==> src/rtl/lcs_pkg.sv <==
package lcs_pkg;
  typedef enum logic [1:0] {
    ST_IDLE  = 2'd0,
    ST_PROG  = 2'd1,
    ST_APPLY = 2'd2
  } seq_e;

  // A line stays valid across a flush only if locked and the mode is selective.
  function automatic logic flushed_valid(input logic valid, input logic lock,
                                         input logic full);
    return valid & lock & ~full;
  endfunction

  // A full flush drops every lock; a selective one keeps them.
  function automatic logic flushed_lock(input logic lock, input logic full);
    return lock & ~full;
  endfunction
endpackage

==> src/rtl/lcs_seq.sv <==
module lcs_seq
  import lcs_pkg::*;
(
  input  logic clk,
  input  logic rst_n,
  input  logic prog_start,
  input  logic prog_done,
  output logic stall_o,
  output logic flush_o
);
  seq_e state_q, state_d;

  always_comb begin
    state_d = state_q;
    unique case (state_q)
      ST_IDLE:  if (prog_start) state_d = ST_PROG;
      ST_PROG:  if (prog_done)  state_d = ST_APPLY;
      ST_APPLY: state_d = ST_IDLE;
      default:  state_d = ST_IDLE;
    endcase
  end

  always_ff @(posedge clk or negedge rst_n) begin
    if (!rst_n) state_q <= ST_IDLE;
    else        state_q <= state_d;
  end

  assign stall_o = (state_q != ST_IDLE);
  assign flush_o = (state_q == ST_APPLY);


  start_stall_chk: assert property (@(posedge clk) disable iff (!rst_n)
    (!stall_o && prog_start) |=> stall_o);

  done_flush_chk: assert property (@(posedge clk) disable iff (!rst_n)
    (state_q == ST_PROG && prog_done) |=> flush_o);

  release_chk: assert property (@(posedge clk) disable iff (!rst_n)
    flush_o |=> !stall_o);

  idle_hold_chk: assert property (@(posedge clk) disable iff (!rst_n)
    (!stall_o && !prog_start) |=> !stall_o);
endmodule

==> src/rtl/lcs_twq.sv <==
module lcs_twq #(
  parameter int NUM_LINES = 4,
  parameter int TAG_W     = 28,
  parameter int MASK_W    = 4,
  localparam int IDX_W    = $clog2(NUM_LINES)
) (
  input  logic              clk,
  input  logic              rst_n,
  input  logic              stall_i,
  input  logic              tw_valid_i,
  input  logic [IDX_W-1:0]  tw_idx_i,
  input  logic [TAG_W-1:0]  tw_tag_i,
  input  logic              tw_v_i,
  input  logic              tw_l_i,
  input  logic [MASK_W-1:0] tw_m_i,
  output logic              pend_o,
  output logic              wr_en_o,
  output logic [IDX_W-1:0]  wr_idx_o,
  output logic [TAG_W-1:0]  wr_tag_o,
  output logic              wr_v_o,
  output logic              wr_l_o,
  output logic [MASK_W-1:0] wr_m_o
);
  logic              pend_q;
  logic [IDX_W-1:0]  p_idx_q;
  logic [TAG_W-1:0]  p_tag_q;
  logic              p_v_q, p_l_q;
  logic [MASK_W-1:0] p_m_q;
  logic              capture;

  // A new write is parked when stalled, or when the slot is being drained now.
  assign capture = tw_valid_i && (stall_i || pend_q);

  always_ff @(posedge clk or negedge rst_n) begin
    if (!rst_n) begin
      pend_q  <= 1'b0;
      p_idx_q <= '0;
      p_tag_q <= '0;
      p_v_q   <= 1'b0;
      p_l_q   <= 1'b0;
      p_m_q   <= '0;
    end else begin
      if (capture) begin
        pend_q  <= 1'b1;
        p_idx_q <= tw_idx_i;
        p_tag_q <= tw_tag_i;
        p_v_q   <= tw_v_i;
        p_l_q   <= tw_l_i;
        p_m_q   <= tw_m_i;
      end else if (!stall_i) begin
        pend_q  <= 1'b0;
      end
    end
  end

  assign pend_o   = pend_q;
  assign wr_en_o  = !stall_i && (pend_q || tw_valid_i);
  assign wr_idx_o = pend_q ? p_idx_q : tw_idx_i;
  assign wr_tag_o = pend_q ? p_tag_q : tw_tag_i;
  assign wr_v_o   = pend_q ? p_v_q   : tw_v_i;
  assign wr_l_o   = pend_q ? p_l_q   : tw_l_i;
  assign wr_m_o   = pend_q ? p_m_q   : tw_m_i;


  hold_chk: assert property (@(posedge clk) disable iff (!rst_n)
    (stall_i && tw_valid_i) |=> pend_q);

  drain_chk: assert property (@(posedge clk) disable iff (!rst_n)
    (pend_q && !stall_i && !tw_valid_i) |=> !pend_q);
endmodule

==> src/rtl/lcs_array.sv <==
module lcs_array
  import lcs_pkg::*;
#(
  parameter int NUM_LINES = 4,
  parameter int TAG_W     = 28,
  parameter int MASK_W    = 4,
  localparam int IDX_W    = $clog2(NUM_LINES)
) (
  input  logic                               clk,
  input  logic                               rst_n,
  input  logic                               flush_i,
  input  logic                               full_i,
  input  logic                               wr_en_i,
  input  logic [IDX_W-1:0]                   wr_idx_i,
  input  logic [TAG_W-1:0]                   wr_tag_i,
  input  logic                               wr_v_i,
  input  logic                               wr_l_i,
  input  logic [MASK_W-1:0]                  wr_m_i,
  output logic [NUM_LINES-1:0]               valid_o,
  output logic [NUM_LINES-1:0]               lock_o,
  output logic [NUM_LINES-1:0][TAG_W-1:0]    tag_o,
  output logic [NUM_LINES-1:0][MASK_W-1:0]   mask_o
);
  logic [NUM_LINES-1:0]             valid_q, lock_q;
  logic [NUM_LINES-1:0][TAG_W-1:0]  tag_q;
  logic [NUM_LINES-1:0][MASK_W-1:0] mask_q;

  for (genvar g = 0; g < NUM_LINES; g++) begin : g_line
    logic sel;
    assign sel = wr_en_i && (wr_idx_i == IDX_W'(g));

    always_ff @(posedge clk or negedge rst_n) begin
      if (!rst_n) begin
        valid_q[g] <= 1'b0;
        lock_q[g]  <= 1'b0;
        tag_q[g]   <= '0;
        mask_q[g]  <= '0;
      end else if (flush_i) begin
        valid_q[g] <= flushed_valid(valid_q[g], lock_q[g], full_i);
        lock_q[g]  <= flushed_lock(lock_q[g], full_i);
        if (full_i) mask_q[g] <= '0;
      end else if (sel) begin
        valid_q[g] <= wr_v_i;
        lock_q[g]  <= wr_l_i;
        tag_q[g]   <= wr_tag_i;
        mask_q[g]  <= wr_m_i;
      end
    end
  end

  assign valid_o = valid_q;
  assign lock_o  = lock_q;
  assign tag_o   = tag_q;
  assign mask_o  = mask_q;


  full_flush_chk: assert property (@(posedge clk) disable iff (!rst_n)
    (flush_i && full_i) |=> (valid_q == '0 && lock_q == '0 && mask_q == '0));

  sel_flush_chk: assert property (@(posedge clk) disable iff (!rst_n)
    (flush_i && !full_i) |=> (valid_q == $past(valid_q & lock_q) &&
                              lock_q == $past(lock_q) && tag_q == $past(tag_q)));
endmodule

==> src/rtl/lcs_lookup.sv <==
module lcs_lookup #(
  parameter int NUM_LINES = 4,
  parameter int TAG_W     = 28,
  parameter int MASK_W    = 4,
  localparam int IDX_W    = $clog2(NUM_LINES)
) (
  input  logic                             clk,
  input  logic                             rst_n,
  input  logic                             stall_i,
  input  logic                             lk_valid_i,
  input  logic [TAG_W-1:0]                 lk_tag_i,
  input  logic [NUM_LINES-1:0]             valid_i,
  input  logic [NUM_LINES-1:0]             lock_i,
  input  logic [NUM_LINES-1:0][TAG_W-1:0]  tag_i,
  input  logic [NUM_LINES-1:0][MASK_W-1:0] mask_i,
  output logic                             hit_o,
  output logic [IDX_W-1:0]                 line_o,
  output logic                             lock_o,
  output logic [MASK_W-1:0]                mask_o
);
  function automatic logic line_matches(input logic v, input logic [TAG_W-1:0] a,
                                        input logic [TAG_W-1:0] b);
    return v && (a == b);
  endfunction

  logic             any_q;
  logic [IDX_W-1:0] idx;

  // Scan from the top so the lowest matching index wins.
  always_comb begin
    any_q = 1'b0;
    idx   = '0;
    for (int i = NUM_LINES - 1; i >= 0; i--) begin
      if (line_matches(valid_i[i], tag_i[i], lk_tag_i)) begin
        any_q = 1'b1;
        idx   = IDX_W'(i);
      end
    end
  end

  assign hit_o  = lk_valid_i && !stall_i && any_q;
  assign line_o = hit_o ? idx : '0;
  assign lock_o = hit_o ? lock_i[idx] : 1'b0;
  assign mask_o = hit_o ? mask_i[idx] : '0;


  stall_nohit_chk: assert property (@(posedge clk) disable iff (!rst_n)
    stall_i |-> !hit_o);

  hit_line_chk: assert property (@(posedge clk) disable iff (!rst_n)
    hit_o |-> (lk_valid_i && valid_i[line_o] && tag_i[line_o] == lk_tag_i));
endmodule

==> src/rtl/lcs_guard.sv <==
module lcs_guard #(
  parameter int NUM_LINES = 4,
  parameter int TAG_W     = 28,
  parameter int MASK_W    = 4,
  localparam int IDX_W    = $clog2(NUM_LINES)
) (
  input  logic              clk,
  input  logic              rst_n,
  input  logic              prog_start,
  input  logic              prog_done,
  input  logic              coh_full,
  input  logic              tw_valid,
  input  logic [IDX_W-1:0]  tw_idx,
  input  logic [TAG_W-1:0]  tw_tag,
  input  logic              tw_set_valid,
  input  logic              tw_set_lock,
  input  logic [MASK_W-1:0] tw_mask,
  input  logic              lk_valid,
  input  logic [TAG_W-1:0]  lk_tag,
  output logic              lk_hit,
  output logic [IDX_W-1:0]  lk_line,
  output logic              lk_lock,
  output logic [MASK_W-1:0] lk_mask,
  output logic              lk_stall
);
  logic                             stall_w, flush_w, pend_w;
  logic                             wr_en_w, wr_v_w, wr_l_w;
  logic [IDX_W-1:0]                 wr_idx_w;
  logic [TAG_W-1:0]                 wr_tag_w;
  logic [MASK_W-1:0]                wr_m_w;
  logic [NUM_LINES-1:0]             valid_w, lock_w;
  logic [NUM_LINES-1:0][TAG_W-1:0]  tag_w;
  logic [NUM_LINES-1:0][MASK_W-1:0] mask_w;

  lcs_seq u_seq (
    .clk(clk), .rst_n(rst_n), .prog_start(prog_start), .prog_done(prog_done),
    .stall_o(stall_w), .flush_o(flush_w)
  );

  lcs_twq #(.NUM_LINES(NUM_LINES), .TAG_W(TAG_W), .MASK_W(MASK_W)) u_twq (
    .clk(clk), .rst_n(rst_n), .stall_i(stall_w),
    .tw_valid_i(tw_valid), .tw_idx_i(tw_idx), .tw_tag_i(tw_tag),
    .tw_v_i(tw_set_valid), .tw_l_i(tw_set_lock), .tw_m_i(tw_mask),
    .pend_o(pend_w), .wr_en_o(wr_en_w), .wr_idx_o(wr_idx_w), .wr_tag_o(wr_tag_w),
    .wr_v_o(wr_v_w), .wr_l_o(wr_l_w), .wr_m_o(wr_m_w)
  );

  lcs_array #(.NUM_LINES(NUM_LINES), .TAG_W(TAG_W), .MASK_W(MASK_W)) u_array (
    .clk(clk), .rst_n(rst_n), .flush_i(flush_w), .full_i(coh_full),
    .wr_en_i(wr_en_w), .wr_idx_i(wr_idx_w), .wr_tag_i(wr_tag_w),
    .wr_v_i(wr_v_w), .wr_l_i(wr_l_w), .wr_m_i(wr_m_w),
    .valid_o(valid_w), .lock_o(lock_w), .tag_o(tag_w), .mask_o(mask_w)
  );

  lcs_lookup #(.NUM_LINES(NUM_LINES), .TAG_W(TAG_W), .MASK_W(MASK_W)) u_lookup (
    .clk(clk), .rst_n(rst_n), .stall_i(stall_w),
    .lk_valid_i(lk_valid), .lk_tag_i(lk_tag),
    .valid_i(valid_w), .lock_i(lock_w), .tag_i(tag_w), .mask_i(mask_w),
    .hit_o(lk_hit), .line_o(lk_line), .lock_o(lk_lock), .mask_o(lk_mask)
  );

  assign lk_stall = stall_w;


  no_write_in_stall_chk: assert property (@(posedge clk) disable iff (!rst_n)
    wr_en_w |-> !stall_w);

  flush_no_write_chk: assert property (@(posedge clk) disable iff (!rst_n)
    flush_w |-> !wr_en_w);

  held_clear_chk: assert property (@(posedge clk) disable iff (!rst_n)
    (!stall_w && !$past(stall_w) && !tw_valid && !pend_w) |=> !pend_w);
endmodule

==> config.mk <==
export PLATFORM = sky130hd
export DESIGN_NAME = lcs_guard
export DESIGN_NICKNAME = d
export VERILOG_FILES = /design/src/rtl/lcs_pkg.sv /design/src/rtl/lcs_seq.sv /design/src/rtl/lcs_twq.sv /design/src/rtl/lcs_array.sv /design/src/rtl/lcs_lookup.sv /design/src/rtl/lcs_guard.sv
export SDC_FILE = /design/constraint.sdc
export NUM_CORES = 1
export LEC_CHECK = 0
export BUFFER_PORTS_ARGS = -buffer_cell sky130_fd_sc_hd__buf_4
export CAP_MARGIN = 20
export CORE_ASPECT_RATIO = 0.8
export CORE_MARGIN = 3
export CORE_UTILIZATION = 45
export DETAILED_ROUTE_END_ITERATION = 7
export PLACE_DENSITY_LB_ADDON = 0.05
export SYNTH_ARGS = -nofsm -noshare
export SYNTH_HDL_FRONTEND = slang
export SYNTH_SLANG_ARGS = --single-unit
export TNS_END_PERCENT = 5
==> constraint.sdc <==
create_clock -name clk -period 2.8 [get_ports clk]
set_input_delay 0.14 -clock clk [delete_from_list [all_inputs] [get_ports clk]]
set_output_delay 0.14 -clock clk [all_outputs]
set_load 0.03 [all_outputs]
==> results of run 1 <==
==> where the power goes <==
group | total (W) | internal (W) | switching (W) | leakage [nW]
registers | 0.00436 | 0.00361 | 0.000755 | 2.07
clock network | 0.00274 | 0.00170 | 0.00103 | 0.320
logic | 0.00310 | 0.00138 | 0.00172 | 2.15
total | 0.0102 | 0.00669 | 0.00351 | 4.53
==> cells in the final DEF, fill, tap and decap left out, drive strengths merged, types with 19 or more instances in the layout <==
| master | instances |
|---|---|
| clkbuf | 19 |
| xor2 | 60 |
| mux2i | 46 |
| nor2 | 71 |
| mux2 | 53 |
| dlygate4sd3 | 40 |
| buf | 98 |
| dfrtp | 175 |
| a21oi | 61 |
| o21ai | 69 |
| xnor2 | 52 |
| nand2 | 73 |
==> repair_timing <==
action / 4_1_cts / 5_1_grt
pin swaps: 6 / 5
setup buffers: 2 / 0
endpoints found under the setup margin: 8 / 7
resized for setup: 14 / 4
hold endpoints to repair: 105 / 0
hold buffers: 40 / 0
==> cell type report <==
cell class / instances / area, um^2
Tap cell: 225 / 281.5
Fill cell: 1471 / 7253
Sequential cell: 175 / 4380
Multi-Input combinational cell: 546 / 3794
Clock inverter: 13 / 234.0
Inverter: 7 / 26.28
Clock buffer: 19 / 442.9
Timing Repair Buffer: 138 / 1181
==> kinds of logic after synthesis <==
logic type               share of synthesized area
AO/OA/AOI/OAI                              0.09113
XOR/XNOR                                    0.1204
adder cells (fa/ha/maj)                   0.001219
buffers and inverters                      0.02286
flip-flops                                  0.5334
multiplexers                                0.1288
AND/OR/NAND/NOR                             0.1023
==> metrics by stage <==
step / total power [W] / TNS (ns) / util
after global placement: 0.007219 / 0 / 0.5190
after global routing: 0.01081 / -1.061 / 0.5877
after CTS: 0.01021 / -0.1896 / 0.5864
after floorplan: 0.006248 / 0 / -
final: 0.01020 / -0.4202 / 0.5877
after detailed placement: 0.007358 / 0 / 0.5190
==> registers in the layout, indices dropped and copies added, names as in the netlist <==
name / cells
u_array.tag_o: 112
u_twq.p_tag_q: 28
u_array.mask_o: 16
u_array.lock_o: 4
u_array.valid_o: 4
u_twq.p_m_q: 4
u_seq.state_q: 2
u_twq.p_idx_q: 2
u_twq.p_l_q: 1
u_twq.p_v_q: 1
u_twq.pend_o: 1
==> worst min-delay path: cells and delay by family <==
family	cells	cell delay (ns)
simple gates	1	0.06
compound gates	2	0.20
buf+inv	1	0.10
==> worst max path at each step <==
stage               depth (start not counted)         startpoint  slack (ns)          to
floorplan                                   8  u_array.tag_o[71]        0.54     lk_lock
global placement                            8  u_array.tag_o[42]        0.09  lk_mask[3]
detailed placement                          8  u_array.tag_o[42]        0.08  lk_mask[1]
CTS                                         9  u_array.tag_o[60]       -0.05  lk_mask[0]
global route                                9  u_array.tag_o[68]       -0.23  lk_mask[3]
finish                                      9   u_array.tag_o[3]        -0.1  lk_mask[1]
==> metal layers <==
metal,part of all wire,track usage,vias to the layer above
met5,0,0,-
met4,0.013,0.05102,0
met3,0.056,0.05457,24
met2,0.44,0.3408,149
met1,0.49,0.3404,2976
li1,-,-,2864
==> run metrics, run 1 <==
WL final 22090 um; Synth Area per Inst 10.75 um^2; max_slew headroom 0.5356; RSZ-0062 raised after global routing yes; cell taking the most area after synthesis dfrtp_1; post-synth top area share 0.5334; HPWL after detailed placement 15910 um; hold slack 0.1119 ns; hold path startpoint coh_full; DRT Pass-1 Iters 4; sequential share of the synthesized area 0.5334; CP cell instances xor2_1 > nor4_1 > nand4_1 > nor4_4 > a211oi_2 > buf_6 > mux2i_1 > o22ai_1 > buf_4; CTS sink cnt 175; via count 6013; CTS H-tree depth 4; failing checks negative setup slack; Setup Skew 0.008530 ns; Buf/Inv on CP 2; Power Density 986.5 mW/mm^2; antenna violations before repair 0; Yosys reg bits 175; min Tclk post-route 2.896 ns; Clock transition at path regs 0.07 ns; Post-DP Area 0.009130 mm^2; pin count of the biggest net entering global routing 71; die width 157.0 um; Initial DRC Count 412; final cell count without fillers 1123; leakage power 4.534 nW; DRT antenna net count 0; Num CTS Buffers 17; type of the most critical hold path input port to register; fin nets 956; critical path required time 2.66 ns; Die H 126.8 um; critical path's largest stage delay 0.42 ns; Synth warnings 0; Setup CP Type register to output port; CP Max Fanout 11; final instance area 0.01034 mm^2; Worst path top cell family by delay simple AND/OR/NAND/NOR gates; clk root buf clkbuf_16; final setup fails 5; Port Buf Inserts 79; cells on worst reg2reg path 4; Critical R2R Launch u_twq.pend_o; Layout area overhead 25.94%; most common cell in the synthesized netlist dfrtp_1; startpoint types register; share of cells above drive strength 1 0.1982; row cnt 43; GRT overflow 0; syn_nets 835; GP Congestion 0.9205; slowest CP cell nor4_1; Total Routing Usage GR 0.2286; CTS tree yes; fmax 0.3453 GHz; Hold EP u_array.lock_o[1]; Post-synth ARST share 1.000; Data arrival, critical path 2.76 ns; Main synth FF type dfrtp_1; worst reg2reg endpoint u_array.mask_o[6]; Final Hold Viols 0; Final WS setup -0.09575 ns; dpl ws 0.08428 ns; Top-Level Pins 80; count of cell types in the netlist 33; Post-Syn Instances 764; vias in the first global route 6269; EDFF count, synth 0; Ant. Diodes 0; Max Cap Viol 0; Max Buffers Root-to-Sink 2; Clk Latency, worst-skew pair 0.43 ns; final clock period utilization by the worst path 1.034; Initial Util 0.4667; synth cell count leaders dfrtp_1 (175), nand2_1 (73), nor2_1 (71); peak supply drop 456.7 uV; Cell Area, Synth 0.008210 mm^2; endpoint kind of the worst setup timing path output port; worst-margin pin slew 0.6966 ns; first-pass GRT wire length 34500 um; Final Max Slew Viols 0; detailed-route wire length per cell 19.67 um; Die ar. 0.01991 mm^2; placed cell count 1049; R2R setup slack 0.68 ns; DRC Markers 0; cells taking the most area after synthesis dfrtp_1 (53%), xor2_1 (6.4%), mux2i_1 (5.6%); status finished, violations left; Hold Crit Depth 4; Avg Vias per Cell 5.354; core area 0.01759 mm^2
Note: power is estimated with default switching activity, not from simulation.
==> run 2: changes to the inputs <==
- clock period: 2.8 -> 2.4 ns (I/O delays scaled with it)
==> run 2 against run 1 <==
Compared with the run above: worst hold slack worse by 0.033 ns; non-clock buffer count is 9 higher; sequential cell count stayed put; the run still ends with negative setup slack left; worst setup slack worse by 0.30 ns; register-to-register slack worse by 0.22 ns; core utilization is 0.078 points lower; critical endpoint is now lk_lock; via count is 2.0% higher; sequential share of layout area is 0.056 points higher; largest cell class unchanged; first-iteration DRC count is 10% higher.
==> run metrics, run 2 (synthesized netlist as in run 1, its figures left out) <==
GRT overflow 0 (unchanged); Avg Vias per Cell 5.418 (was 5.354); Die ar. 0.01991 mm^2 (unchanged); first-pass GRT wire length 34760 um (was 34500 um); DRT antenna net count 0 (unchanged); DRC Markers 0 (unchanged); Port Buf Inserts 79 (unchanged); Comb pwr share 0.313 (was 0.304); CP Max Fanout 11 (unchanged); Num CTS Buffers 17 (unchanged); clk root buf clkbuf_16 (unchanged); Data arrival, critical path 2.68 ns (was 2.76 ns); Layout area overhead 25.77% (was 25.94%); leakage power 4.553 nW (was 4.534 nW); Top-Level Pins 80 (unchanged); share of cells above drive strength 1 0.1951 (was 0.1982); Initial Util 0.4667 (unchanged); most frequent cells in the layout dfrtp_1 (174), buf_4 (99), nand2_1 (73) (was dfrtp_1 (174), buf_4 (93), nand2_1 (73)); Sw Pwr 0.004033 W (was 0.003508 W); final instance area 0.01033 mm^2 (was 0.01034 mm^2); DRT Pass-1 Iters 6 (was 4); type of the most critical hold path input port to register (unchanged); final setup fails 8 (was 5); vias in the first global route 6164 (was 6269); most common cell after layout, fill and taps aside dfrtp_1 (unchanged); GP Congestion 0.8824 (was 0.9205); Final Hold Viols 0 (unchanged); via count 6133 (was 6013); post-CTS setup buffer count 0 (was 2); fmax 0.3572 GHz; CP cell instances xnor2_1 > nand4_1 > nor4_2 > buf_4 > nand4_1 > a211oi_2 > buf_6 > mux2i_1 > o22ai_1 > buf_4 (was xor2_1 > nor4_1 > nand4_1 > nor4_4 > a211oi_2 > buf_6 > mux2i_1 > o22ai_1 > buf_4); Setup CP Type register to output port (unchanged); RSZ-0062 raised after global routing yes (unchanged); CTS H-tree depth 4 (unchanged); Setup Skew 0.007841 ns (was 0.008530 ns); final clock period utilization by the worst path 1.167; Largest register FFs 112 (unchanged); Clock transition at path regs 0.06 ns (was 0.07 ns); Post-DP Area 0.009250 mm^2 (was 0.009130 mm^2); WL final 22110 um (was 22090 um); Max Buffers Root-to-Sink 2 (unchanged); failing checks negative setup slack (unchanged); die width 157.0 um (unchanged); peak supply drop 518.0 uV (was 456.7 uV); critical path's largest stage delay 0.40 ns (was 0.42 ns); row cnt 43 (unchanged); FILL cells 1479 (was 1471); startpoint types register (unchanged); Initial DRC Count 454 (was 412); CTS tree yes (unchanged); Final Max Slew Viols 0 (unchanged); dpl ws -0.1490 ns (was 0.08428 ns); Ant. Diodes 0 (unchanged); Flop pwr share 0.440 (was 0.428); overall power 0.01157 W (was 0.01020 W); worst-margin pin slew 0.7834 ns (was 0.6966 ns); fin nets 965 (was 956); Switching Fraction 0.3487 (was 0.3440); pin count of the biggest net entering global routing 78 (was 71); antenna violations before repair 0 (unchanged); Clk Latency, worst-skew pair 0.43 ns (about the same); endpoint kind of the worst setup timing path output port (unchanged); min Tclk post-route 2.800 ns; Power Density 1120 mW/mm^2 (was 986.5 mW/mm^2); HPWL after detailed placement 16000 um (was 15910 um); critical path required time 2.28 ns (was 2.66 ns); R2R setup slack 0.46 ns (was 0.68 ns); Die H 126.8 um (unchanged); detailed-route wire length per cell 19.54 um (was 19.67 um); core area 0.01759 mm^2 (unchanged); hold slack 0.07844 ns (was 0.1119 ns); slowest CP cell dfrtp_1 (was nor4_1); status finished, violations left (unchanged); Total Routing Usage GR 0.2309 (was 0.2286); Final WS setup -0.3999 ns (was -0.09575 ns); Clock power frac 0.247 (was 0.268); Max Cap Viol 0 (unchanged); Pint 0.007533 W (was 0.006692 W); fin util 0.5869 (was 0.5877); CTS sink cnt 175 (unchanged); max_slew headroom 0.4778 (was 0.5356)
## run 2: power by group through the flow
stage,clock (W),combinational [W],sequential (W)
after floorplan,0,0.00241,0.00488
after global routing,0.00304,0.00405,0.00523
after CTS,0.00289,0.00363,0.00508
final,0.00285,0.00362,0.00509
after global placement,0,0.00343,0.00506
after detailed placement,0,0.00351,0.00511
## run 2: worst paths after layout
path                                         from  cells after the start                  to
worst min-delay path                     coh_full                      4   u_array.lock_o[1]
worst max register to register       u_twq.pend_o                      5   u_array.mask_o[5]
min in group asynchronous                   rst_n                      2   u_twq.p_tag_q[18]
worst min register to register   u_seq.state_q[1]                      1    u_seq.state_q[1]
max in group asynchronous                   rst_n                      3  u_array.valid_o[1]
worst max-delay path            u_array.tag_o[64]                     10             lk_lock
## run 2: worst max-delay path: cells and delay by family, from the launching register on
family	cells	cell delay, ns
simple gates	3	0.60
buf+inv	3	0.53
flops	1	0.40
compound gates	2	0.36
mux	1	0.20
xor+xnor	1	0.16
## run 2: area by class of cell
class | instances | area, um^2 | area share
Sequential cell | 175 | 4380 | 0.4242
Multi-Input combinational cell | 546 | 3751 | 0.3633
Inverter | 7 | 26.28 | 0.002545
Clock buffer | 23 | 467.9 | 0.04532
Clock inverter | 9 | 132.6 | 0.01284
Tap cell | 225 | 281.5 | 0.02726
Timing Repair Buffer | 147 | 1286 | 0.1246
## run 2: what timing repair did
action                                  in CTS  in global routing
gates resized for setup                     10                  1
pin swaps                                    9                  0
endpoints found under the hold margin      112                  0
hold buffers                                40                  0
endpoints found under the setup margin       8                  8
## run 2: metrics by stage
stage,setup TNS [ns],cells
final,-2.655,1132
after global routing,-3.926,1132
after floorplan,0,764
after detailed placement,-0.7146,1060
after global placement,-0.5124,1060
after CTS,-2.723,1132
## run 2: metal layers
| metal | wire [um] | vias up | track usage |
|---|---|---|---|
| li1 | - | 2883 | - |
| met1 | 10840 | 3069 | 0.3470 |
| met2 | 9733 | 167 | 0.3365 |
| met3 | 1351 | 14 | 0.06139 |
| met4 | 187 | 0 | 0.05102 |
| met5 | 0 | - | 0 |
